**config.mk**
```make
export PLATFORM = sky130hd
export DESIGN_NAME = lfm_top
export DESIGN_NICKNAME = d
export VERILOG_FILES = /design/src/rtl/lfm_pkg.sv /design/src/rtl/lfm_run_counter.sv /design/src/rtl/lfm_glitch_filter.sv /design/src/rtl/lfm_data_hold.sv /design/src/rtl/lfm_top.sv
export SDC_FILE = /design/constraint.sdc
export NUM_CORES = 1
export LEC_CHECK = 0
export ABC_AREA = 1
export BUFFER_PORTS_ARGS = -buffer_cell sky130_fd_sc_hd__buf_2
export CORE_UTILIZATION = 55
export CTS_CLUSTER_DIAMETER = 100
export DETAILED_ROUTE_END_ITERATION = 16
export PLACE_DENSITY = 0.88
export SLEW_MARGIN = 20
export SYNTH_ARGS = -nofsm -noshare
export SYNTH_HDL_FRONTEND = slang
export SYNTH_SLANG_ARGS = --single-unit
```
**constraint.sdc**
```tcl
create_clock -name clk -period 2.85 [get_ports clk]
set_clock_uncertainty 0.05 [all_clocks]
set_input_delay 0.57 -clock clk [delete_from_list [all_inputs] [get_ports clk]]
set_output_delay 0.57 -clock clk [all_outputs]
set_load 0.1 [all_outputs]
```
**src/rtl/lfm_pkg.sv**
```systemverilog
package lfm_pkg;
    // Width of the scan data word
    parameter int DATA_W     = 8;
    // Consecutive results needed to set or clear the sticky fault
    parameter int RUN_LEN    = 4;
    // Glitch filter length in clock cycles (40 us at 200 MHz)
    parameter int GLITCH_CYC = 8000;

    // Scan sample carried through the datapath
    typedef struct packed {
        logic              stb;
        logic              bad;
        logic [DATA_W-1:0] word;
    } scan_t;

    // Fault sources combined onto the open-drain pad
    typedef struct packed {
        logic link;
        logic supply;
        logic waiting;
    } fault_src_t;

    function automatic logic any_fault(input fault_src_t f);
        return f.link | f.supply | f.waiting;
    endfunction
endpackage

```
**src/rtl/lfm_run_counter.sv**
```systemverilog
module lfm_run_counter #(
    parameter int RUN_LEN = lfm_pkg::RUN_LEN
) (
    input  logic clk,
    input  logic rst,
    input  logic stb,
    input  logic match,
    output logic hit
);
    localparam int CW = (RUN_LEN > 1) ? $clog2(RUN_LEN) : 1;
    localparam logic [CW-1:0] LAST = CW'(RUN_LEN - 1);

    logic [CW-1:0] run_q;

    // Pulses on the strobe that completes a full run; saturates afterwards
    assign hit = stb & match & (run_q == LAST);

    always_ff @(posedge clk) begin
        if (rst) begin
            run_q <= '0;
        end else if (stb) begin
            if (!match)
                run_q <= '0;
            else if (run_q != LAST)
                run_q <= run_q + 1'b1;
        end
    end
endmodule

```
**src/rtl/lfm_glitch_filter.sv**
```systemverilog
module lfm_glitch_filter #(
    parameter int  GLITCH_CYC = lfm_pkg::GLITCH_CYC,
    parameter logic RESET_VAL = 1'b1
) (
    input  logic clk,
    input  logic rst,
    input  logic raw,
    output logic level
);
    localparam int GW = $clog2(GLITCH_CYC + 1);
    localparam logic [GW-1:0] LAST = GW'(GLITCH_CYC - 1);

    logic [GW-1:0] stable_q;

    always_ff @(posedge clk) begin
        if (rst) begin
            level    <= RESET_VAL;
            stable_q <= '0;
        end else if (raw == level) begin
            stable_q <= '0;
        end else if (stable_q == LAST) begin
            level    <= raw;
            stable_q <= '0;
        end else begin
            stable_q <= stable_q + 1'b1;
        end
    end
endmodule

```
**src/rtl/lfm_data_hold.sv**
```systemverilog
module lfm_data_hold
    import lfm_pkg::*;
(
    input  logic              clk,
    input  logic              rst,
    input  scan_t             scan,
    output logic [DATA_W-1:0] held
);
    always_ff @(posedge clk) begin
        if (rst)
            held <= '0;
        else if (scan.stb && !scan.bad)
            held <= scan.word;
    end
endmodule

```
**src/rtl/lfm_top.sv**
```systemverilog
module lfm_top
    import lfm_pkg::*;
(
    input  logic              clk,
    input  logic              rst,
    input  logic              scan_stb,
    input  logic              xfer_err,
    input  logic [DATA_W-1:0] xfer_data,
    input  logic              mv_raw,
    output logic [DATA_W-1:0] data_out,
    output logic              filt_rst,
    output logic              fault_pulldown
);
    scan_t      scan;
    fault_src_t src;
    logic       bad_hit;
    logic       good_hit;
    logic       link_q;
    logic       wait_q;
    logic       mv_filt;

    assign scan = '{stb: scan_stb, bad: xfer_err, word: xfer_data};

    lfm_data_hold u_hold (
        .clk  (clk),
        .rst  (rst),
        .scan (scan),
        .held (data_out)
    );

    lfm_run_counter #(.RUN_LEN(RUN_LEN)) u_bad_run (
        .clk   (clk),
        .rst   (rst),
        .stb   (scan.stb),
        .match (scan.bad),
        .hit   (bad_hit)
    );

    lfm_run_counter #(.RUN_LEN(RUN_LEN)) u_good_run (
        .clk   (clk),
        .rst   (rst),
        .stb   (scan.stb),
        .match (!scan.bad),
        .hit   (good_hit)
    );

    lfm_glitch_filter #(.GLITCH_CYC(GLITCH_CYC), .RESET_VAL(1'b1)) u_mv_filt (
        .clk   (clk),
        .rst   (rst),
        .raw   (mv_raw),
        .level (mv_filt)
    );

    always_ff @(posedge clk) begin
        if (rst) begin
            link_q <= 1'b0;
            wait_q <= 1'b1;
        end else begin
            if (bad_hit)
                link_q <= 1'b1;
            else if (good_hit)
                link_q <= 1'b0;
            if (scan.stb && !scan.bad)
                wait_q <= 1'b0;
        end
    end

    assign src            = '{link: link_q, supply: mv_filt, waiting: wait_q};
    assign filt_rst       = link_q;
    assign fault_pulldown = any_fault(src);
endmodule

```
==> results.md <==
- Max Root-Sink Buffers: 2
- Cell taking the most area after synthesis: dfxtp_1
- Clk slew on worst S/H paths: 150 ps
- Worst Setup Slack, final: 958 ps
- Sw Pwr: 206 uW
- Fin crit period: 1890 ps
- Core area: 0.00202 mm^2
- Sw Share: 26.6%
- I/O Buffers: 22
- Yosys Warn Count: 0
- Post-CTS Setup Bufs: 0
- Worst Hold Depth: 1
- IO Count: 23
- Share of layout cells above drive strength 1: 18.6%
- Worst-Margin Slew: 486 ps
- GRT Residual Overflow: 0
- Pre-CTS setup slack: 1160 ps
- DR WL/cell: 11.2 um
- Clock Sinks: 28
- Tot GR Track Use: 21.7%
- Fmax achieved: 529 MHz
- Sequential share of the synthesized area: 46.2%
- Critical path type: flop to output port
- Final setup fails: 0
- Detailed placement HPWL: 1770 um
- H-tree Lvls: 1
- Initial antenna violation count: 0
- Die Wd: 49.0 um
- Leakage: 0.000570 uW
- Routed wire length: 2360 um
- Synthesized area: 0.00121 mm^2
- Fin Setup TNS: 0 ps
- Synth top area share: 46.2%
- RSZ-0062 raised after global routing: no
- Slew HR: 67.9%
- Pwr dens: 557 mW/mm^2
- Crit. End Element: output port
- DR vias: 1095
- Post-Synthesis Cells: 159
- # fillers: 165
- Post-route ant nets: 0
- Clk Latency, worst-skew pair: 320 ps
- Num CTS Buffers: 3
- Critical Path RT: 2230 ps
- Outcome: completed
- Row cnt: 16
- FF-to-FF setup slack: 1440 ps
- Fin. Hold Viols: 0
- Clock share of power: 33.3%
- Fin Hold WS: 403 ps
- Post-synth EDFFs: 0
- Number of global-route vias before repair: 1024
- Reg power frac: 52.9%
- Vias/cell: 5.21
- Mean Syn Cell Area: 7.63 um^2
- # diodes: 0
- Die Height: 49.0 um
- GP Congestion: 0.785
- Max-cap viol count: 0
- Area contributors post-synth: dfxtp_1, nor2_1, nand2_1
- Initial DRC count: 24
- Die area: 0.00240 mm^2
- Clock Tree Root: clkbuf_4
- Distinct cells, synth: 21
- R2R depth: 6
- First-pass GRT wire length: 4090 um
- Cells resized by post-CTS repair: 0
- Combinational Power Share: 13.8%
- DRT Pass-1 Iters: 5
- Kind of start point of the critical path: flop
- Synth-to-layout area growth: 14.9%
- Yosys reg bits: 28
- Largest net degree at the start of global routing: 17
- Most frequent cells after synthesis: nor2_1, dfxtp_1, nand2_1
- Synthesized net count: 175
- Final Cycle Share: 66.4%
- Most frequent cell after synthesis: nor2_1
- Max-slew violation count: 0
- Internal power: 569 uW
- Ys async rst share: 0%
- CTS tree: done
- Crit Path Max Fanout: 3
- Worst EP arrival: 1270 ps
- Initial Util: 60.0%
- Type of the worst min-delay path: flop to flop
- Peak supply drop: 0.290 mV
- CTS hold repair buffers: 0
- Final net count: 200
- # DRC: 0
- Post-synth top flop: dfxtp_1
cell usage in the layout (no fill, tap or decap):
| cell | count |
|---|---|
| a21oi_1 | 6 |
| dfxtp_1 | 28 |
| nand3b_1 | 2 |
| o21ai_0 | 12 |
| nand2_2 | 2 |
| xor2_1 | 2 |
| nand3_1 | 9 |
| nor2_1 | 36 |
| inv_1 | 13 |
| xnor2_1 | 5 |
| nor2_4 | 2 |
| clkinv_1 | 1 |
| clkbuf_4 | 3 |
| nand4_1 | 3 |
| a21oi_2 | 1 |
| nand2_1 | 28 |
| nor3_1 | 1 |
| bufinv_16 | 1 |
| nor2_2 | 1 |
| nand3_2 | 2 |
| ha_1 | 3 |
| buf_2 | 22 |
critical path, stage by stage, from the launching register on:
cell	delay, ps
dfxtp_1	400
inv_1	50
nand2_1	70
buf_2	420
cells by family (layout without fill, tap and decap cells):
group	after synthesis	after routing	share of synthesized area [%]
simple gates	86	86	31.8
fa+ha+maj	3	3	3.10
flops	28	28	46.2
compound gates	19	19	8.15
buf+inv	16	40	5.68
xor+xnor	7	7	5.06
per-stage QoR:
stage / power [uW] / cells / util [%] / cell area, um^2
final: 775 / 210 / 68.9 / 1390
after global routing: 801 / 210 / 68.9 / 1390
after CTS: 778 / 210 / 68.9 / 1390
after detailed placement: 525 / 206 / 66.3 / 1340
after global placement: 521 / 206 / 66.3 / 1340
after floorplan: 501 / 159 / - / 1210
final timing paths:
path / startpoint / endpoint
setup reg to reg: u_mv_filt.stable_q[0] / u_mv_filt.stable_q[8]
hold reg to reg: u_mv_filt.stable_q[0] / u_mv_filt.stable_q[0]
setup / recovery: u_mv_filt.level / fault_pulldown
hold / removal: u_mv_filt.stable_q[0] / u_mv_filt.stable_q[0]
sequential cells by signal, summed over array words and instances, names as in the netlist:
signal              cells
filt_rst                1
u_bad_run.run_q         2
u_good_run.run_q        2
u_hold.held             8
u_mv_filt.level         1
u_mv_filt.stable_q     13
wait_q                  1
layer usage:
layer | part of all wire [%] | track usage [%] | vias to the layer above
met2 | 48 | 38.4 | 29
met5 | 0 | 0 | -
met3 | 3.5 | 2.80 | 6
met4 | 0.98 | 7.35 | 0
li1 | - | - | 555
met1 | 47 | 26.9 | 505
power by group through the flow:
stage | registers (uW) | logic (uW) | clock network, uW
floorplan | 472 | 29.1 | 0
global placement | 418 | 102 | 0
detailed placement | 419 | 106 | 0
CTS | 410 | 107 | 261
global route | 412 | 114 | 275
finish | 410 | 107 | 258
cell type report:
type                            count  area, um^2  area share [%]
Multi-Input combinational cell    115         583            41.9
Sequential cell                    28         561            40.3
Inverter                           14        52.6            3.77
Timing Repair Buffer               22         110            7.91
Clock inverter                      1        30.0            2.16
Tap cell                           27        33.8            2.43
Clock buffer                        3        22.5            1.62
(Power assumes the default switching activity.)
